===== config.mk =====
export PLATFORM = sky130hd
export DESIGN_NAME = ctxsw_ib_sel
export DESIGN_NICKNAME = d
export VERILOG_FILES = /design/src/rtl/ctxsw_ib_pkg.sv /design/src/rtl/ctxsw_pay_dec.sv /design/src/rtl/ctxsw_mark_trk.sv /design/src/rtl/ctxsw_slot_bank.sv /design/src/rtl/ctxsw_launch_seq.sv /design/src/rtl/ctxsw_ib_sel.sv
export SDC_FILE = /design/constraint.sdc
export NUM_CORES = 1
export LEC_CHECK = 0
export BUFFER_PORTS_ARGS = -buffer_cell sky130_fd_sc_hd__buf_4
export CAP_MARGIN = 5
export CORE_AREA = 2 2 214 216
export DETAILED_ROUTE_END_ITERATION = 7
export DIE_AREA = 0 0 216 218
export GPL_TIMING_DRIVEN = 0
export PLACE_DENSITY_LB_ADDON = 0.08
export SYNTH_ARGS = -nofsm -noshare
export SYNTH_HDL_FRONTEND = slang
export SYNTH_SLANG_ARGS = --single-unit

===== constraint.sdc =====
create_clock -name clk -period 4 [get_ports clk]
set_input_delay 0.8 -clock clk [delete_from_list [all_inputs] [get_ports clk]]
set_output_delay 0.8 -clock clk [all_outputs]
set_load 0.01 [all_outputs]

===== src/rtl/ctxsw_ib_pkg.sv =====
package ctxsw_ib_pkg;

    localparam int DW      = 32;
    localparam int ADDR_W  = 2 * DW;
    localparam int LEN_W   = 20;
    localparam int ROLE_W  = 2;
    localparam int MODE_W  = 9;
    localparam int NSLOT   = 1 << ROLE_W;
    localparam int WORDS   = 3;
    localparam int WCNT_W  = $clog2(WORDS);

    localparam logic [MODE_W-1:0] MODE_YIELD      = 9'h007;
    localparam logic [MODE_W-1:0] MODE_LIST_BEGIN = 9'h00D;
    localparam logic [MODE_W-1:0] MODE_LIST_DONE  = 9'h00E;
    localparam logic [MODE_W-1:0] MODE_PC_ON      = 9'h100;
    localparam logic [MODE_W-1:0] MODE_PC_OFF     = 9'h101;

    typedef enum logic [ROLE_W-1:0] {
        ROLE_RESTORE  = 2'd0,
        ROLE_YRESTORE = 2'd1,
        ROLE_SAVE     = 2'd2,
        ROLE_RBSAVE   = 2'd3
    } slot_role_e;

    typedef struct packed {
        logic [ADDR_W-1:0] addr;
        logic [LEN_W-1:0]  len;
    } ib_desc_t;

    typedef struct packed {
        logic     prot_off;
        ib_desc_t desc;
    } launch_t;

    function automatic logic mode_is_privileged(input logic [MODE_W-1:0] m);
        return (m == MODE_LIST_BEGIN) || (m == MODE_LIST_DONE) ||
               (m == MODE_PC_ON) || (m == MODE_PC_OFF);
    endfunction

    function automatic logic desc_live(input ib_desc_t d);
        return d.len != '0;
    endfunction

endpackage


===== src/rtl/ctxsw_pay_dec.sv =====
module ctxsw_pay_dec
    import ctxsw_ib_pkg::*;
(
    input  logic          clk,
    input  logic          rst,
    input  logic          pay_valid,
    input  logic [DW-1:0] pay_data,
    input  logic          pay_priv,
    output logic          wr_en,
    output slot_role_e    wr_role,
    output ib_desc_t      wr_desc,
    output logic          bad
);
    logic [WCNT_W-1:0] word_idx;
    logic [DW-1:0]     addr_lo;
    logic [DW-1:0]     addr_hi;
    logic              last_word;

    assign last_word = pay_valid && (word_idx == WCNT_W'(WORDS - 1));
    assign wr_role   = slot_role_e'(pay_data[LEN_W +: ROLE_W]);
    assign wr_desc   = '{addr: {addr_hi, addr_lo}, len: pay_data[LEN_W-1:0]};
    assign bad       = last_word && (wr_role == ROLE_RBSAVE) && !pay_priv;
    assign wr_en     = last_word && !bad;

    always_ff @(posedge clk) begin
        if (rst) begin
            word_idx <= '0;
            addr_lo  <= '0;
            addr_hi  <= '0;
        end else if (pay_valid) begin
            if (last_word) begin
                word_idx <= '0;
            end else begin
                word_idx <= word_idx + 1'b1;
            end
            if (word_idx == '0) addr_lo <= pay_data;
            if (word_idx == WCNT_W'(1)) addr_hi <= pay_data;
        end
    end
endmodule


===== src/rtl/ctxsw_mark_trk.sv =====
module ctxsw_mark_trk
    import ctxsw_ib_pkg::*;
(
    input  logic              clk,
    input  logic              rst,
    input  logic              mark_valid,
    input  logic [MODE_W-1:0] mark_mode,
    input  logic              mark_priv,
    output logic              yield_active,
    output logic              bad
);
    logic [MODE_W-1:0] cur_mode;

    assign bad          = mark_valid && !mark_priv && mode_is_privileged(mark_mode);
    assign yield_active = (cur_mode == MODE_YIELD);

    always_ff @(posedge clk) begin
        if (rst) begin
            cur_mode <= '0;
        end else if (mark_valid && !bad) begin
            cur_mode <= mark_mode;
        end
    end
endmodule


===== src/rtl/ctxsw_slot_bank.sv =====
module ctxsw_slot_bank
    import ctxsw_ib_pkg::*;
(
    input  logic                  clk,
    input  logic                  rst,
    input  logic                  wr_en,
    input  slot_role_e            wr_role,
    input  ib_desc_t              wr_desc,
    output ib_desc_t [NSLOT-1:0]  slots
);
    for (genvar s = 0; s < NSLOT; s++) begin : g_slot
        always_ff @(posedge clk) begin
            if (rst) begin
                slots[s] <= '0;
            end else if (wr_en && (wr_role == slot_role_e'(s))) begin
                slots[s] <= wr_desc;
            end
        end
    end
endmodule


===== src/rtl/ctxsw_launch_seq.sv =====
module ctxsw_launch_seq
    import ctxsw_ib_pkg::*;
(
    input  logic                 clk,
    input  logic                 rst,
    input  ib_desc_t [NSLOT-1:0] slots,
    input  logic                 sw_away,
    input  logic                 away_by_yield,
    input  logic                 away_short,
    input  logic                 sw_back,
    input  logic                 yield_active,
    input  logic                 launch_ready,
    output logic                 launch_valid,
    output launch_t              launch_out
);
    logic    head_v, tail_v, yield_pre;
    launch_t head_q, tail_q;
    logic    idle, away_go, back_go, go;
    launch_t cand_a, cand_b;
    logic    a_ok, b_ok;

    assign idle    = !head_v;
    assign away_go = idle && sw_away;
    assign back_go = idle && sw_back && !sw_away;
    assign go      = away_go || back_go;

    always_comb begin
        cand_a = '0;
        cand_b = '0;
        a_ok   = 1'b0;
        b_ok   = 1'b0;
        if (away_go) begin
            cand_a = '{prot_off: 1'b1, desc: slots[ROLE_RBSAVE]};
            cand_b = '{prot_off: 1'b0, desc: slots[ROLE_SAVE]};
            a_ok   = !away_by_yield && desc_live(slots[ROLE_RBSAVE]);
            b_ok   = !away_by_yield && desc_live(slots[ROLE_SAVE]);
        end else if (back_go) begin
            cand_a = '{prot_off: 1'b0, desc: slots[ROLE_RESTORE]};
            cand_b = '{prot_off: 1'b0, desc: slots[ROLE_YRESTORE]};
            a_ok   = desc_live(slots[ROLE_RESTORE]);
            b_ok   = yield_pre && desc_live(slots[ROLE_YRESTORE]);
        end
    end

    always_ff @(posedge clk) begin
        if (rst) begin
            head_v    <= 1'b0;
            tail_v    <= 1'b0;
            head_q    <= '0;
            tail_q    <= '0;
            yield_pre <= 1'b0;
        end else begin
            if (away_go) yield_pre <= yield_active && away_short;
            if (back_go) yield_pre <= 1'b0;
            if (go) begin
                head_v <= a_ok || b_ok;
                head_q <= a_ok ? cand_a : cand_b;
                tail_v <= a_ok && b_ok;
                tail_q <= cand_b;
            end else if (head_v && launch_ready) begin
                head_v <= tail_v;
                head_q <= tail_q;
                tail_v <= 1'b0;
            end
        end
    end

    assign launch_valid = head_v;
    assign launch_out   = head_v ? head_q : '0;
endmodule


===== src/rtl/ctxsw_ib_sel.sv =====
module ctxsw_ib_sel
    import ctxsw_ib_pkg::*;
(
    input  logic              clk,
    input  logic              rst,
    input  logic              pay_valid,
    input  logic [DW-1:0]     pay_data,
    input  logic              pay_priv,
    input  logic              mark_valid,
    input  logic [MODE_W-1:0] mark_mode,
    input  logic              mark_priv,
    input  logic              sw_away,
    input  logic              away_by_yield,
    input  logic              away_short,
    input  logic              sw_back,
    output logic              launch_valid,
    output logic [ADDR_W-1:0] launch_addr,
    output logic [LEN_W-1:0]  launch_len,
    output logic              launch_prot_off,
    input  logic              launch_ready,
    output logic              err_pulse
);
    logic                 wr_en, pay_bad, mark_bad, yield_active;
    slot_role_e           wr_role;
    ib_desc_t             wr_desc;
    ib_desc_t [NSLOT-1:0] slots;
    launch_t              launch_out;

    ctxsw_pay_dec u_dec (
        .clk(clk), .rst(rst), .pay_valid(pay_valid), .pay_data(pay_data),
        .pay_priv(pay_priv), .wr_en(wr_en), .wr_role(wr_role),
        .wr_desc(wr_desc), .bad(pay_bad)
    );

    ctxsw_mark_trk u_mark (
        .clk(clk), .rst(rst), .mark_valid(mark_valid), .mark_mode(mark_mode),
        .mark_priv(mark_priv), .yield_active(yield_active), .bad(mark_bad)
    );

    ctxsw_slot_bank u_bank (
        .clk(clk), .rst(rst), .wr_en(wr_en), .wr_role(wr_role),
        .wr_desc(wr_desc), .slots(slots)
    );

    ctxsw_launch_seq u_seq (
        .clk(clk), .rst(rst), .slots(slots), .sw_away(sw_away),
        .away_by_yield(away_by_yield), .away_short(away_short),
        .sw_back(sw_back), .yield_active(yield_active),
        .launch_ready(launch_ready), .launch_valid(launch_valid),
        .launch_out(launch_out)
    );

    always_ff @(posedge clk) begin
        if (rst) err_pulse <= 1'b0;
        else     err_pulse <= pay_bad || mark_bad;
    end

    assign launch_addr     = launch_out.desc.addr;
    assign launch_len      = launch_out.desc.len;
    assign launch_prot_off = launch_out.prot_off;
endmodule


==> key figures <==
Run status
  – Result of the run: finished clean

Logic synthesis
  – Warning count from the yosys run: 0
  – Number of distinct library cells after synthesis: 48
  – Proportion of synthesized chip area in sequential cells: between 40% and 50%
  – Area share of the largest cell type after synthesis: between 40% and 50%
  – Asr flop ratio synth: 0%
  – Synthesized cell area: 0.0236 sq mm
  – Synthesized netlist net count: 2,953
  – Gate count after technology mapping: approximately 2,900
  – Most area-consuming cells after synthesis: dfxtp_1, nand2_1, a21oi_1
  – Library cell with the largest summed area after synthesis: dfxtp_1
  – Top_reg_cell synth: dfxtp_1
  – Seq cells post-synth: roughly 580
  – EDFF count, synth: 0
  – Mean post-synth cell area: between 8 and 9 sq um

Power and ir drop
  – Post-layout total power: 12.8 mW
  – Proportion of total power due to net switching: 24.1%
  – Part of the power in combinational logic: 6.7%
  – PwrDens: 466 mW/mm^2
  – Psw: a little over 3 mW
  – Leakage power of the design: 9.60 nW
  – IR Drop Worst-Case VDD: 0.000414 V
  – Sequential share of power: 47.0%
  – Cell Int Power: 9.72 mW
  – Clock share of power: a little under half

Route
  – Wire length after detailed routing: around 76 mm
  – Drt initial violations: 2,133
  – Number of vias after detailed routing: 21,700
  – DRC errors left: 0
  – Post-route ant nets: 0
  – Average wire per cell in the routed design: 20.2 um
  – Detailed Routing Iterations Pass 1: 6
  – Avg Vias per Cell: 5.80

Global route
  – Met1 track demand over resource in global routing: between 40% and 50%
  – Maximum number of pins on one net before global-route repair: 15
  – Congestion Overflow GR: 0
  – Number of antenna violations at the first check in global routing: 2
  – Most Crowded Layer GR: met2
  – Met3 track utilization from global routing: under 10%
  – Global-route wire length before repair: 116 mm
  – Grt met2 use: 52.3%
  – Via count of the first global-routing pass: roughly 20,000
  – Total track usage: 31.6%

Final layout
  – Most common cell after layout, fill and taps aside: nand2_1
  – Final net count: 3,150
  – Layout cells sized above 1: 12.5%
  – Synth-to-layout area growth: 16.5%
  – Commonest non-fill, non-tap cells in the layout: nand2_1, dfxtp_1, a21oi_1, clkbuf_1, buf_4
  – Final Core Density: ~61%
  – Filler-free cell count of the finished design: 3,750

STA
  – Final hold violations: 0
  – Transition time at the pin with the least slew margin: 1.38 ns
  – Period utilization: 96.9%
  – Peak clock frequency supported by timing: 0.258 GHz
  – Clock period minus final worst setup slack: about 3.9 ns
  – Setup skew after layout: about 0.023 ns
  – Total negative setup slack: 0 ns
  – Unrepaired setup endpoints after global routing: no
  – Number of slew-limit violations in the final report: 0
  – Normalized max-slew margin: between 8 and 9%
  – Worst hold margin: 0.419 ns
  – Total setup violations reported at the end of the flow: 0

Die
  – Floorplan die height: 218 um
  – Floorplan die width: approximately 220 um
  – Die ar.: between 0.04 and 0.05 sq mm
  – Starting density of the core: 52.5%
  – # IOs: 139
  – Number of placement rows: approximately 80
  – Placeable core region: approximately 0.045 sq mm

Clock tree
  – Clk root buf: clkbuf_16
  – Total clock buffers created by CTS: 60
  – Number of levels in the clock H-tree: 2
  – Resize count post-CTS: 0
  – Clk pin slew, worst setup/hold paths: 0.06 ns
  – Postcts setup bufs: 0
  – Hold_buf cts: 0
  – Max clock buf depth: 3
  – Clock latency on the worst-skew pair: 0.63 ns
  – Clock tree from TritonCTS: built
  – TritonCTS sink count: 584

Setup path
  – Type of the worst setup path: reg2out
  – Worst reg2reg path startpoint: u_seq.launch_valid
  – Category of the worst setup path capture point: output port
  – Largest fanout on the critical path: 10
  – Reg-to-reg slack, setup: 1.16 ns
  – Signal arrival time at the worst endpoint: 3.08 ns
  – Last element of the critical path: launch_addr[63]
  – Data required time of the worst path: 3.20 ns
  – Critical Path Source Type: register
  – Critical R2R Capture: u_seq.head_q[32]
  – Worst reg2reg path depth: 7
  – Worst setup startpoint: u_seq.launch_valid

Hold path
  – Path type of the worst min-delay path: in2reg

Place
  – IO Port Bufs: 135
  – GP Congestion: just over 0.9
  – Post-detailed-placement half-perimeter wirelength: 54.6 mm
  – Post-placement cell count: 3,636

Run
  – Count of maximum capacitance violations: 0
==> metrics by stage <==
step           setup slack, ns  instance area (sq um)
2_1_floorplan             1.80                  23600
3_3_place_gp             0.171                  25300
3_5_place_dp             0.113                  25300
4_1_cts                  0.146                  27400
5_1_grt                 0.0734                  27400
6_report                 0.123                  27400
==> state kept, by name (all words and copies together), names as in the netlist, 2 cells and up <==
name	flops
u_bank.slots	336
u_seq.head_q	85
u_seq.tail_q	84
u_dec.addr_hi	32
u_dec.addr_lo	32
u_mark.cur_mode	9
u_dec.word_idx	2
==> area by class of cell <==
| cell class | count | area (sq um) |
|---|---|---|
| Fill cell | 4122 | 17500 |
| Sequential cell | 584 | 11700 |
| Multi-Input combinational cell | 2060 | 10700 |
| Clock buffer | 86 | 1820 |
| Buffer | 255 | 1140 |
| Timing Repair Buffer | 135 | 1010 |
| Tap cell | 600 | 751 |
| Clock inverter | 26 | 297 |
| Inverter | 2 | 7.51 |
| Antenna cell | 2 | 5.00 |
==> cells by family after synthesis <==
family | after synthesis | synth area share (%)
and+or+nand+nor | 1210 | 21.7
DFF | 584 | 49.6
xor gates and xnor gates | 1 | 0.0372
AOI/OAI and AO/OA | 842 | 23.5
buffers and inverters | 257 | 4.86
muxes | 7 | 0.297
==> power groups by stage <==
stage	clock network [mW]	registers, mW	logic (mW)
after floorplan	0	6.10	0.520
after global routing	6.20	6.03	0.921
after global placement	0	6.14	0.830
final	5.92	6.02	0.862
after CTS	5.96	6.02	0.850
after detailed placement	0	6.14	0.847
==> cell usage after synthesis (2+ instances only) <==
library cell / instances
a2111oi_1: 21
a2111oi_2: 63
a21oi_1: 576
a22o_1: 84
a22oi_1: 84
a311oi_1: 2
a31oi_1: 2
and2_1: 85
and3_1: 87
buf_1: 16
buf_2: 60
buf_4: 10
buf_6: 9
clkbuf_1: 160
dfxtp_1: 584
inv_1: 2
mux2i_1: 7
nand2_1: 896
nand2b_1: 3
nand3b_1: 2
nand4b_1: 2
nor2_1: 96
nor3_1: 3
nor4_1: 21
or2_2: 3
==> worst min-delay path by stage <==
stage | from | endpoint | slack (ns) | cells past startpoint
floorplan | u_seq.head_q[84] | u_seq.head_q[84] | 0.43 | 2
global route | mark_mode[3] | u_mark.cur_mode[3] | 0.44 | 3
CTS | mark_mode[7] | u_mark.cur_mode[7] | 0.41 | 3
global placement | u_seq.tail_q[9] | u_seq.tail_q[9] | 0.44 | 2
finish | mark_mode[7] | u_mark.cur_mode[7] | 0.42 | 3
detailed placement | u_bank.slots[113] | u_bank.slots[113] | 0.45 | 2
==> critical path, stage by stage (launching register included) <==
cell and delay, ns:
dfxtp_1 0.41, buf_6 0.23, clkbuf_1 1.03, clkbuf_1 0.44
and2_1 0.20, buf_4 0.12
==> per-layer routing <==
layer	vias to the layer above	wire, um
met3	186	5530
li1	10300	-
met1	10300	31600
met5	-	0
met2	929	35300
met4	0	3210
No activity file was read; power rests on OpenSTA's default activity.
